### config.mk
export PLATFORM = sky130hd
export DESIGN_NAME = uvlo_monitor
export DESIGN_NICKNAME = d
export VERILOG_FILES = /design/src/rtl/uvlo_pkg.sv /design/src/rtl/uvlo_compare.sv /design/src/rtl/uvlo_ctrl.sv /design/src/rtl/uvlo_monitor.sv
export SDC_FILE = /design/constraint.sdc
export NUM_CORES = 1
export LEC_CHECK = 0
export BUFFER_PORTS_ARGS = -buffer_cell sky130_fd_sc_hd__buf_2
export CAP_MARGIN = 25
export CORE_MARGIN = 4
export CORE_UTILIZATION = 50
export CTS_CLUSTER_DIAMETER = 200
export DETAILED_ROUTE_END_ITERATION = 10
export MAX_ROUTING_LAYER = met4
export PLACE_DENSITY_LB_ADDON = 0.12
export SLEW_MARGIN = 40
export SYNTH_ARGS = -nofsm -noshare
export SYNTH_HDL_FRONTEND = slang
export SYNTH_SLANG_ARGS = --single-unit
### constraint.sdc
create_clock -name clk -period 4.05 [get_ports clk]
set_input_delay 0.2025 -clock clk [delete_from_list [all_inputs] [get_ports clk]]
set_output_delay 0.2025 -clock clk [all_outputs]
set_load 0.05 [all_outputs]
### src/rtl/uvlo_pkg.sv
package uvlo_pkg;
  localparam int NUM_CH  = 2;
  localparam int CH_LOW  = 0;
  localparam int CH_HIGH = 1;

  // Per-channel compare results handed from datapath to control.
  typedef struct packed {
    logic valid;    // sample present this cycle
    logic riseHit;  // sample strictly above turn-on level
    logic fallHit;  // sample strictly below turn-off level
  } chanStrobe_t;
endpackage

### src/rtl/uvlo_compare.sv
module uvlo_compare
  import uvlo_pkg::*;
#(
  parameter int MV_W        = 16,
  parameter bit IGBT_MODE   = 1'b1,
  parameter int LS_RISE_MV  = 12500,
  parameter int LS_FALL_MV  = 11600,
  parameter int HS_RISE_MV  = 11600,
  parameter int HS_FALL_MV  = 10700,
  parameter int MOS_RISE_MV = 9100,
  parameter int MOS_FALL_MV = 8300
) (
  input  logic [NUM_CH-1:0][MV_W-1:0] sampleMv,
  input  logic [NUM_CH-1:0]           sampleValid,
  output chanStrobe_t [NUM_CH-1:0]    strobes
);
  for (genvar ch = 0; ch < NUM_CH; ch++) begin : gCh
    localparam int RISE_INT = IGBT_MODE ? ((ch == CH_LOW) ? LS_RISE_MV : HS_RISE_MV)
                                        : MOS_RISE_MV;
    localparam int FALL_INT = IGBT_MODE ? ((ch == CH_LOW) ? LS_FALL_MV : HS_FALL_MV)
                                        : MOS_FALL_MV;
    localparam logic [MV_W-1:0] RISE_TH = MV_W'(RISE_INT);
    localparam logic [MV_W-1:0] FALL_TH = MV_W'(FALL_INT);

    always_comb begin
      strobes[ch].valid   = sampleValid[ch];
      strobes[ch].riseHit = sampleMv[ch] > RISE_TH;
      strobes[ch].fallHit = sampleMv[ch] < FALL_TH;
    end
  end
endmodule

### src/rtl/uvlo_ctrl.sv
module uvlo_ctrl
  import uvlo_pkg::*;
#(
  parameter int QUAL_CYCLES = 180
) (
  input  logic                     clk,
  input  logic                     rstN,
  input  chanStrobe_t [NUM_CH-1:0] strobes,
  output logic [NUM_CH-1:0]        lockout
);
  localparam int CNT_W = $clog2(QUAL_CYCLES + 1);
  localparam logic [CNT_W-1:0] CNT_LAST = CNT_W'(QUAL_CYCLES - 1);

  for (genvar ch = 0; ch < NUM_CH; ch++) begin : gCh
    logic [CNT_W-1:0] dipCnt;
    logic             lockQ;

    always_ff @(posedge clk or negedge rstN) begin
      if (!rstN) begin
        lockQ  <= 1'b1;
        dipCnt <= '0;
      end else if (strobes[ch].valid) begin
        if (lockQ) begin
          dipCnt <= '0;
          if (strobes[ch].riseHit) lockQ <= 1'b0;
        end else if (strobes[ch].fallHit) begin
          if (dipCnt == CNT_LAST) begin
            lockQ  <= 1'b1;
            dipCnt <= '0;
          end else begin
            dipCnt <= dipCnt + 1'b1;
          end
        end else begin
          dipCnt <= '0;
        end
      end
    end

    assign lockout[ch] = lockQ;
  end
endmodule

### src/rtl/uvlo_monitor.sv
module uvlo_monitor
  import uvlo_pkg::*;
#(
  parameter int MV_W        = 16,
  parameter bit IGBT_MODE   = 1'b1,
  parameter int QUAL_CYCLES = 180,
  parameter int LS_RISE_MV  = 12500,
  parameter int LS_FALL_MV  = 11600,
  parameter int HS_RISE_MV  = 11600,
  parameter int HS_FALL_MV  = 10700,
  parameter int MOS_RISE_MV = 9100,
  parameter int MOS_FALL_MV = 8300
) (
  input  logic            clk,
  input  logic            rstN,
  input  logic [MV_W-1:0] lowMv,
  input  logic            lowValid,
  input  logic [MV_W-1:0] highMv,
  input  logic            highValid,
  output logic            lowLockout,
  output logic            highLockout
);
  logic [NUM_CH-1:0][MV_W-1:0] sampleMv;
  logic [NUM_CH-1:0]           sampleValid;
  chanStrobe_t [NUM_CH-1:0]    strobes;
  logic [NUM_CH-1:0]           lockout;

  assign sampleMv[CH_LOW]     = lowMv;
  assign sampleMv[CH_HIGH]    = highMv;
  assign sampleValid[CH_LOW]  = lowValid;
  assign sampleValid[CH_HIGH] = highValid;

  uvlo_compare #(
    .MV_W(MV_W), .IGBT_MODE(IGBT_MODE),
    .LS_RISE_MV(LS_RISE_MV), .LS_FALL_MV(LS_FALL_MV),
    .HS_RISE_MV(HS_RISE_MV), .HS_FALL_MV(HS_FALL_MV),
    .MOS_RISE_MV(MOS_RISE_MV), .MOS_FALL_MV(MOS_FALL_MV)
  ) u_compare (
    .sampleMv(sampleMv),
    .sampleValid(sampleValid),
    .strobes(strobes)
  );

  uvlo_ctrl #(.QUAL_CYCLES(QUAL_CYCLES)) u_ctrl (
    .clk(clk),
    .rstN(rstN),
    .strobes(strobes),
    .lockout(lockout)
  );

  assign lowLockout  = lockout[CH_LOW];
  assign highLockout = lockout[CH_HIGH];
endmodule

==> flow_metrics.env, run 1 <==
export IMPL_gp_congestion=0.836
export IMPL_num_nets_final=209
export IMPL_pwr_share_clk=0.327
export IMPL_die_width_um=55.7
export IMPL_p_seq_frac=0.540
export IMPL_slowest_delay_ps=630
export IMPL_path_clk_slew_ps=110
export IMPL_hold_class="in -> reg"
export IMPL_power_internal_uw=258
export IMPL_worst_pin_slew_ps=433
export IMPL_ios=38
export IMPL_postCtsSetupBuffers=0
export IMPL_avgSynthCellArea_um2=8.74
export IMPL_fin_skew_ps=5.92
export IMPL_io_buffers=37
export IMPL_hold_viol_final=0
export IMPL_rsz0062_at_grt="no"
export IMPL_grt_max_degree=19
export IMPL_synth_nets=168
export IMPL_p_per_area_nw_per_um2=245
export IMPL_period_share=0.493
export IMPL_dr_pass1_iters=4
export IMPL_cellLeakagePower_nw=0.627
export IMPL_antenna_found_initial=0
export IMPL_clockRootBuffer="clkbuf_4"
export IMPL_fin_setup_tns_ps=0
export IMPL_drt_wirelength_per_cell_um=13.5
export IMPL_cts_tree="done"
export IMPL_place_area_um2=1350
export IMPL_setup_viol=0
export IMPL_worstPathCellList="ha_1 > nand2b_1 > nor4_1 > or4_1 > or2_1 > o2bb2ai_1"
export IMPL_vias=1137
export IMPL_net_switching_power_uw=84.1
export IMPL_max_cap_viol_count=0
export IMPL_grt_ovfl_total=0
export IMPL_grtUsageTotal=0.191
export IMPL_vias_per_cell=5.77
export IMPL_antenna_left=0
export IMPL_initialDrtViolationCount=18
export IMPL_crit_arrival_ps=2220
export IMPL_async_flop_share=1.00
export IMPL_syn_to_final_growth_pct=22.6
export IMPL_ys_ff_latch=18
export IMPL_startpoint_type="register"
export IMPL_grt_first_pass_wirelength_um=4780
export IMPL_yosysTopAreaCell="dfrtp_1"
export IMPL_grt_pass1_vias=1118
export IMPL_core_um2=2060
export IMPL_synthFlopType="dfrtp_1"
export IMPL_drive_gt1_frac=0.265
export IMPL_synthCells=130
export IMPL_cts_repair_resized=0
export IMPL_critPathLaunch="u_ctrl.gCh[0].dipCnt[0]"
export IMPL_cts_buffers=3
export IMPL_relSlewSlack=0.708
export IMPL_seq_area_um2=453
export IMPL_synth_cell_type_count=41
export IMPL_critPathMaxFanout=8
export IMPL_fin_crit_ps=2000
export IMPL_h_tree_depth=1
export IMPL_antenna_cells=0
export IMPL_status="finished clean"
export IMPL_yosysWarnings=0
export IMPL_crit_required_ps=4280
export IMPL_hpwl_um=2120
export IMPL_synth_edf_count=0
export IMPL_die_h_um=55.7
export IMPL_synthTopCellsByArea="dfrtp_1 35%, nand2_1 5.3%, dfstp_2 4.6%"
export IMPL_ys_seq_area_frac=0.399
export IMPL_swShare=0.246
export IMPL_r2r_start="u_ctrl.gCh[0].dipCnt[0]"
export IMPL_clock_path_buffers=2
export IMPL_path_class="reg -> reg"
export IMPL_power_frac_comb=0.133
export IMPL_rows=16
export IMPL_route_detailed_drc=0
export IMPL_fillers=185
export IMPL_critPathSlowestCell="or4_1"
export IMPL_yosys_area_top_type_share=0.352
export IMPL_start_util=0.551
export IMPL_max_freq_ghz=0.500
export IMPL_worstHoldStart="highValid"
export IMPL_clk_latency_ps=290
export IMPL_cts_sinks=18
export IMPL_die_area_um2=3100
export IMPL_routed_wl_um=2650
export IMPL_final_area_um2=1390
export IMPL_finalMaxSlewViolations=0
export IMPL_vdd_ir_drop_worst_v=0.000189
export IMPL_multi_input_area_um2=656
export IMPL_syn_cell_area_um2=1140
export IMPL_end_kind="register"
[layout by cell type (no fill, tap or decap), types with 3 or more instances in the layout]
master / n
buf_2: 37
nand2_1: 16
dfrtp_1: 16
nor2_1: 14
nand3_1: 6
inv_1: 5
o21ai_0: 5
nand4_1: 5
o2bb2ai_1: 5
a211oi_1: 4
nor4_1: 4
a21oi_1: 4
nand2b_1: 3
xnor2_1: 3
o21ai_1: 3
clkbuf_4: 3
[through the flow]
step / power [mW] / hold WS [ps] / utilization / setup slack, ps / instances
after global placement: 0.230 / 150 / 0.653 / 2140 / 192
after floorplan: 0.206 / -93.1 / - / 2250 / 130
final: 0.342 / 133 / 0.675 / 2050 / 197
after CTS: 0.343 / 135 / 0.675 / 2060 / 197
after global routing: 0.360 / 138 / 0.675 / 1940 / 197
after detailed placement: 0.233 / 153 / 0.653 / 2090 / 192
[cells by family after synthesis]
group,count (synthesis),share of synthesized area
DFF,18,0.399
buffers and inverters,7,0.0242
muxes,2,0.0176
xor gates and xnor gates,4,0.0308
AOI/OAI and AO/OA,36,0.226
adders and majority gates,2,0.0220
and+or+nand+nor,61,0.281
[flip-flops by register name, summed over array words and instances (netlist names)]
name               count
u_ctrl.gCh.lockQ       2
u_ctrl.gCh.dipCnt     16
[worst max-delay path, delay by kind of cell (launching register included)]
| family | cells | cell delay [ps] |
|---|---|---|
| and+or+nand+nor | 4 | 1110 |
| DFF | 1 | 440 |
| adders and majority gates | 1 | 240 |
| AOI/OAI and AO/OA | 1 | 140 |
[metal layers]
metal,up-vias,track usage,share of wire,wire length (um)
met5,-,-,0,0
met4,0,0.0660,0.017,44
met3,4,0.0418,0.057,151
met2,34,0.301,0.47,1260
met1,528,0.242,0.45,1200
li1,571,-,-,-
[cells in the mapped netlist (2+ instances only)]
cell,number
nand2_1,16
o21ai_1,3
and4b_1,2
a21oi_1,4
o21ai_0,5
nand3b_1,2
dfstp_2,2
a211oi_1,4
nand3_1,6
dfrtp_1,16
a2bb2oi_1,2
nand2b_1,3
inv_1,5
ha_1,2
xnor2_1,3
a22oi_1,2
o2bb2ai_1,5
nor4_1,4
mux2i_1,2
nor2_1,14
or4_1,2
nand4_1,5
o211ai_1,2
a211o_1,2
[power by group through the flow]
stage	clock, mW	sequential (mW)	combinational (mW)
after floorplan	0	0.187	0.0181
after global placement	0	0.188	0.0426
after detailed placement	0	0.188	0.0446
after CTS	0.113	0.185	0.0455
after global routing	0.123	0.185	0.0519
final	0.112	0.185	0.0453
[worst paths after layout]
kind                       slack (ps)                       to  cells after the start
setup / recovery                 2050  u_ctrl.gCh[0].dipCnt[2]                      6
hold reg to reg                   530      u_ctrl.gCh[0].lockQ                      2
min in group asynchronous         360  u_ctrl.gCh[0].dipCnt[0]                      2
hold / removal                    130  u_ctrl.gCh[1].dipCnt[0]                      2
max in group asynchronous        3360      u_ctrl.gCh[1].lockQ                      2
setup reg to reg                 2050  u_ctrl.gCh[0].dipCnt[2]                      6
[timing repair]
| action | 4_1_cts | 5_1_grt |
|---|---|---|
| hold buffers | 1 | 0 |
| setup endpoints to repair | 0 | 0 |
| hold endpoints to repair | 16 | 0 |
[final cells by class]
class / count / area share
clock buffer: 4 / 0.0261
inverter: 5 / 0.0135
multi-input combinational: 105 / 0.471
sequential: 18 / 0.325
tap: 27 / 0.0243
timing repair buffer: 38 / 0.140
(Power assumes the default switching activity.)
==> inputs of run 2 (changes only) <==
--- a/config.mk
+++ b/config.mk
@@ -5,8 +5,10 @@
 export SDC_FILE = /design/constraint.sdc
 export NUM_CORES = 1
 export LEC_CHECK = 0
+export ABC_AREA = 1
 export BUFFER_PORTS_ARGS = -buffer_cell sky130_fd_sc_hd__buf_2
 export CAP_MARGIN = 25
+export CORE_ASPECT_RATIO = 2
 export CORE_MARGIN = 4
 export CORE_UTILIZATION = 50
 export CTS_CLUSTER_DIAMETER = 200
==> constraint.sdc (replaced) <==
create_clock -name clk -period 2.05 [get_ports clk]
set_input_delay 0.1025 -clock clk [delete_from_list [all_inputs] [get_ports clk]]
set_output_delay 0.1025 -clock clk [all_outputs]
set_load 0.05 [all_outputs]
==> flow_metrics.env, run 2 <==
export IMPL_status="finished clean"
export IMPL_io_buffers=37
export IMPL_drive_gt1_frac=0.228
export IMPL_grtUsageTotal=0.204
export IMPL_p_per_area_nw_per_um2=463
export IMPL_fin_crit_ps=1340
export IMPL_power_internal_uw=587
export IMPL_synthCells=229
export IMPL_crit_path_frequent_cell="nand2_1"
export IMPL_final_area_um2=1730
export IMPL_yosysTopAreaCell="dfrtp_1"
export IMPL_start_util=0.530
export IMPL_path_clk_slew_ps=70
export IMPL_cp_top_family="simple AND/OR/NAND/NOR gates"
export IMPL_pwr_share_clk=0.366
export IMPL_hpwl_um=2760
export IMPL_antenna_left=0
export IMPL_avgSynthCellArea_um2=6.41
export IMPL_worstPathCellList="ha_1 > nand4_1 > or2_0 > nand2_1 > nand3b_1 > nand2_1"
export IMPL_vias_per_cell=5.08
export IMPL_die_area_um2=3920
export IMPL_initialDrtViolationCount=67
export IMPL_ios=38
export IMPL_crit_required_ps=2200
export IMPL_cts_buffers=3
export IMPL_grt_ovfl_total=0
export IMPL_core_um2=2770
export IMPL_swShare=0.268
export IMPL_gp_congestion=0.870
export IMPL_hold_viol_final=0
export IMPL_net_switching_power_uw=215
export IMPL_setup_viol=0
export IMPL_synthFlopType="dfrtp_1"
export IMPL_fin_setup_tns_ps=0
export IMPL_yosys_area_top_type_share=0.273
export IMPL_end_kind="register"
export IMPL_cts_sinks=18
export IMPL_vdd_ir_drop_worst_v=0.000399
export IMPL_power_frac_comb=0.171
export IMPL_synthTopCellsByCount="68 x nand2_1, 37 x nor2_1, 31 x inv_1"
export IMPL_max_cap_viol_count=0
export IMPL_rsz0062_at_grt="no"
export IMPL_syn_to_final_growth_pct=18.1
export IMPL_utilization=0.626
export IMPL_endpoint="u_ctrl.gCh[1].dipCnt[6]"
export IMPL_num_nets_final=307
export IMPL_fin_skew_ps=1.24
export IMPL_startpoint_type="register"
export IMPL_reg_largest_list="u_ctrl.gCh.dipCnt (16), u_ctrl.gCh.lockQ (2)"
export IMPL_grt_first_pass_wirelength_um=5890
export IMPL_p_seq_frac=0.463
export IMPL_place_area_um2=1670
export IMPL_routed_wl_um=3330
export IMPL_die_width_um=46.3
export IMPL_path_class="reg -> reg"
export IMPL_synth_cell_type_count=28
export IMPL_clockRootBuffer="clkbuf_8"
export IMPL_clk_latency_ps=260
export IMPL_dr_pass1_iters=4
export IMPL_antenna_found_initial=0
export IMPL_rr_worst_depth=6
export IMPL_period_share=0.652
export IMPL_r2r_start="u_ctrl.gCh[1].dipCnt[1]"
export IMPL_crit_buf_inv=0
export IMPL_cellLeakagePower_nw=0.890
export IMPL_cts_tree="done"
export IMPL_min_path_cells=2
export IMPL_layout_common_cells="68 x nand2_1, 37 x nor2_1, 37 x buf_2, 31 x inv_1, 17 x nand3_1"
export IMPL_synth_edf_count=0
export IMPL_ys_ff_latch=18
export IMPL_worst_pin_slew_ps=424
export IMPL_grt_pass1_vias=1519
export IMPL_critPathLaunch="u_ctrl.gCh[1].dipCnt[1]"
export IMPL_crit_arrival_ps=1480
export IMPL_syn_cell_area_um2=1470
export IMPL_relSlewSlack=0.717
export IMPL_max_freq_ghz=0.749
export IMPL_grt_max_degree=19
export IMPL_async_flop_share=1.00
export IMPL_die_h_um=84.6
export IMPL_regMostFlops="u_ctrl.gCh.dipCnt"
export IMPL_r2r_end="u_ctrl.gCh[1].dipCnt[6]"
export IMPL_ys_seq_area_frac=0.309
export IMPL_synth_nets=267
export IMPL_critPathMaxFanout=4
export IMPL_synthTopCellsByArea="dfrtp_1 27%, nand2_1 17%, nor2_1 9.5%"
export IMPL_hold_class="in -> reg"
export IMPL_drt_wirelength_per_cell_um=11.2
export IMPL_layout_commonest_cell="nand2_1"
export IMPL_slowest_delay_ps=380
export IMPL_largest_register_ffs=16
export IMPL_clock_path_buffers=2
export IMPL_rows=27
export IMPL_yosysWarnings=0
export IMPL_antenna_cells=0
export IMPL_critPathSlowestCell="dfrtp_1"
export IMPL_synth_most_common_cell="nand2_1"
export IMPL_route_detailed_drc=0
export IMPL_cp_depth=6
export IMPL_finalMaxSlewViolations=0
export IMPL_vias=1508
export IMPL_h_tree_depth=1
export IMPL_r2r_slack_ps=710
-- run 2: cell types whose count changed in the layout (fill, tap and decap cells not counted), sizes merged, moves of 4 or more --
cell     change
nand3       +13
nor2        +29
nor4         -4
inv         +28
a21oi        +4
nand2       +56
o2bb2ai      -5
a211oi       -4
-- run 2: metrics by stage --
stage | instances | worst slack (ps) | hold WS (ps) | power (mW)
3_5_place_dp | 292 | 745 | 64.4 | 0.516
2_1_floorplan | 229 | 861 | -193 | 0.452
6_report | 297 | 714 | 69.4 | 0.802
5_1_grt | 297 | 573 | 85.7 | 0.844
3_3_place_gp | 292 | 774 | 54.1 | 0.514
4_1_cts | 297 | 715 | 63.4 | 0.817
-- run 2: worst min-delay path by stage --
| stage | end | startpoint |
|---|---|---|
| 2_1_floorplan | u_ctrl.gCh[0].dipCnt[0] | rstN |
| 3_3_place_gp | u_ctrl.gCh[1].dipCnt[4] | rstN |
| 3_5_place_dp | u_ctrl.gCh[1].dipCnt[5] | rstN |
| 4_1_cts | u_ctrl.gCh[1].dipCnt[0] | highValid |
| 5_1_grt | u_ctrl.gCh[1].dipCnt[0] | highValid |
| 6_report | u_ctrl.gCh[1].dipCnt[2] | highValid |
-- run 2: layout make-up --
class	instances	area (um2)
clock buffers	4	55.1
fillers	284	1040
inverters	33	124
multi-input cells	175	870
flip-flops and latches	18	453
well taps	29	36.3
repair buffers	38	195
-- run 2: kinds of logic after synthesis --
kind of cell               synth area share
and+or+nand+nor                       0.471
buffers and inverters                0.0989
AOI/OAI and AO/OA                    0.0801
DFF                                   0.309
xor gates and xnor gates             0.0239
adders and majority gates            0.0170
-- run 2: timing repair --
action | in CTS | in global routing
buffers inserted | 0 | 0
setup endpoints to repair | 0 | 0
hold buffers | 1 | 0
endpoints found under the hold margin | 16 | 0
resized for setup | 0 | 0
-- run 2: metal layers --
metal	vias to the layer above	GRT usage	routed length (um)
met3	7	0.0193	91
met1	681	0.195	1180
li1	792	-	-
met4	0	0.0959	76
met5	-	-	0
met2	28	0.372	1980
-- run 2: power by group through the flow --
stage / logic [mW] / registers (mW) / clock network [mW]
floorplan: 0.0647 / 0.388 / 0
global placement: 0.136 / 0.378 / 0
detailed placement: 0.137 / 0.378 / 0
CTS: 0.139 / 0.372 / 0.306
global route: 0.156 / 0.372 / 0.316
finish: 0.137 / 0.371 / 0.293
-- run 2: worst reg2reg max path: cells and delay by family, from the launching register on --
kind	cells	cell delay, ps
fa+ha+maj	1	240
simple gates	5	610
flops	1	380
==> inputs of run 3 (changes only) <==
==> constraint.sdc (replaced) <==
create_clock -name clk -period 1.3 [get_ports clk]
set_input_delay 0.065 -clock clk [delete_from_list [all_inputs] [get_ports clk]]
set_output_delay 0.065 -clock clk [all_outputs]
set_load 0.05 [all_outputs]
==> flow_metrics.env, run 3 (same netlist as run 2, synthesis figures left out) <==
export IMPL_timing_hold_ws_ps=25.8
export IMPL_num_nets_final=313
export IMPL_die_area_um2=3920
export IMPL_regMostFlops="u_ctrl.gCh.dipCnt"
export IMPL_vdd_ir_drop_worst_v=0.000609
export IMPL_grt_first_pass_wirelength_um=6190
export IMPL_path_class="reg -> reg"
export IMPL_grt_max_degree=19
export IMPL_cts_buffers=3
export IMPL_start_util=0.530
export IMPL_cellLeakagePower_nw=0.946
export IMPL_antenna_cells=0
export IMPL_layout_common_cells="67 x nand2_1, 37 x buf_2, 35 x nor2_1, 31 x inv_1, 14 x nand3_1"
export IMPL_r2r_start="u_ctrl.gCh[0].dipCnt[1]"
export IMPL_cts_sinks=18
export IMPL_worstHoldStart="highValid"
export IMPL_grtUsageTotal=0.212
export IMPL_route_detailed_drc=0
export IMPL_cts_tree="done"
export IMPL_hold_class="in -> reg"
export IMPL_fin_skew_ps=4.91
export IMPL_crit_required_ps=1490
export IMPL_critPathLaunch="u_ctrl.gCh[0].dipCnt[1]"
export IMPL_highest_layer="met4"
export IMPL_drt_wirelength_per_cell_um=12.0
export IMPL_max_cap_viol_count=0
export IMPL_rows=27
export IMPL_cp_top_family="simple AND/OR/NAND/NOR gates"
export IMPL_violations="negative setup slack"
export IMPL_grt_ovfl_total=0
export IMPL_antenna_left=0
export IMPL_crit_buf_inv=1
export IMPL_dr_pass1_iters=5
export IMPL_syn_to_final_growth_pct=27.2
export IMPL_drive_gt1_frac=0.285
export IMPL_clock_path_buffers=2
export IMPL_wl_met1_um=1290
export IMPL_layout_commonest_cell="nand2_1"
export IMPL_period_share=1.01
export IMPL_antenna_found_initial=0
export IMPL_path_clk_slew_ps=60
export IMPL_startpoint_type="register"
export IMPL_critPathSlowestCell="dfrtp_1"
export IMPL_critPathMaxFanout=3
export IMPL_grt_pass1_vias=1616
export IMPL_die_width_um=46.3
export IMPL_finalMaxSlewViolations=0
export IMPL_fin_crit_ps=1310
export IMPL_slowest_delay_ps=410
export IMPL_clockRootBuffer="clkbuf_8"
export IMPL_io_buffers=37
export IMPL_end_kind="register"
export IMPL_reg_largest_list="u_ctrl.gCh.dipCnt (16), u_ctrl.gCh.lockQ (2)"
export IMPL_worstPathCellList="ha_4 > nand3_4 > nor2_4 > inv_2 > nor2_2 > nand2_1 > a21oi_2"
export IMPL_setup_viol=1
export IMPL_final_area_um2=1870
export IMPL_routed_wl_um=3650
export IMPL_vias=1550
export IMPL_relSlewSlack=0.719
export IMPL_rsz0062_at_grt="yes"
export IMPL_post_place_ws_ps=-59.5
export IMPL_place_area_um2=1700
export IMPL_largest_register_ffs=16
export IMPL_hold_viol_final=0
export IMPL_ios=38
export IMPL_dr_wl_met3_um=67
export IMPL_fin_ws_ps=-6.58
export IMPL_fin_setup_tns_ps=-6.58
export IMPL_gp_congestion=0.875
export IMPL_p_per_area_nw_per_um2=655
export IMPL_clk_latency_ps=250
export IMPL_worst_pin_slew_ps=421
export IMPL_fillers=272
export IMPL_status="finished with violations"
export IMPL_h_tree_depth=1
export IMPL_crit_arrival_ps=1490
export IMPL_die_h_um=84.6
export IMPL_hpwl_um=2860
export IMPL_vias_per_cell=5.12
export IMPL_max_freq_ghz=0.765
export IMPL_initialDrtViolationCount=20
export IMPL_core_um2=2770
export IMPL_route_met2_wl_um=2190
-- run 3: cell types whose count changed in the layout (fill, tap and decap cells not counted), moves of 3 or more --
| cell | previous run | this run |
|---|---|---|
| buf_4 | 0 | 4 |
| dfrtp_1 | 16 | 13 |
| o21ai_1 | 2 | 6 |
| o21ai_0 | 5 | 1 |
| nand3_1 | 17 | 14 |
| dfrtp_2 | 0 | 3 |
-- run 3: through the flow --
| stage | utilization | power, mW | std cells |
|---|---|---|---|
| final | 0.674 | 1.22 | 303 |
| after global routing | 0.674 | 1.30 | 303 |
| after CTS | 0.638 | 1.22 | 301 |
| after detailed placement | 0.613 | 0.820 | 296 |
| after global placement | 0.613 | 0.816 | 296 |
| after floorplan | - | 0.713 | 229 |
-- run 3: worst reg2reg max path, stage by stage (launching register included) --
cell,delay [ps]
dfrtp_1,410
ha_4,200
nand3_4,90
nor2_4,140
inv_2,70
nor2_2,120
nand2_1,70
a21oi_2,140
-- run 3: path summary, 6_finish.rpt --
path / to / slack [ps] / depth (start not counted)
worst min register to register: u_ctrl.gCh[1].lockQ / 500 / 2
worst max register to register: u_ctrl.gCh[0].lockQ / -7 / 7
max in group asynchronous: u_ctrl.gCh[0].lockQ / 680 / 2
worst max-delay path: u_ctrl.gCh[0].lockQ / -7 / 7
min in group asynchronous: u_ctrl.gCh[1].dipCnt[5] / 280 / 2
worst min-delay path: u_ctrl.gCh[1].dipCnt[2] / 30 / 2
-- run 3: timing repair --
| item | 4_1_cts | 5_1_grt |
|---|---|---|
| setup buffers | 0 | 2 |
| endpoints found under the hold margin | 16 | 0 |
| endpoints found under the setup margin | 7 | 13 |
| hold buffers | 1 | 0 |
| gates resized for setup | 3 | 24 |
| pin swaps | 1 | 10 |
-- run 3: routing by layer --
metal  track usage  vias up
li1              -      808
met4         0.101        0
met5             -        -
met2         0.394       24
met3        0.0258       13
met1         0.191      705
-- run 3: power by group --
part           total (mW)  switching (mW)  internal (mW)
registers           0.589          0.0132          0.576
logic               0.233           0.143         0.0905
clock network       0.401           0.184          0.218
total                1.22           0.340          0.884
-- run 3: layout make-up --
cell class                      instances  area, um2  area share
Clock buffer                            4       45.0      0.0241
Inverter                               33        124      0.0664
Multi-Input combinational cell        175        957       0.513
Sequential cell                        18        457       0.245
Tap cell                               29       36.3      0.0194
Timing Repair Buffer                   44        248       0.133
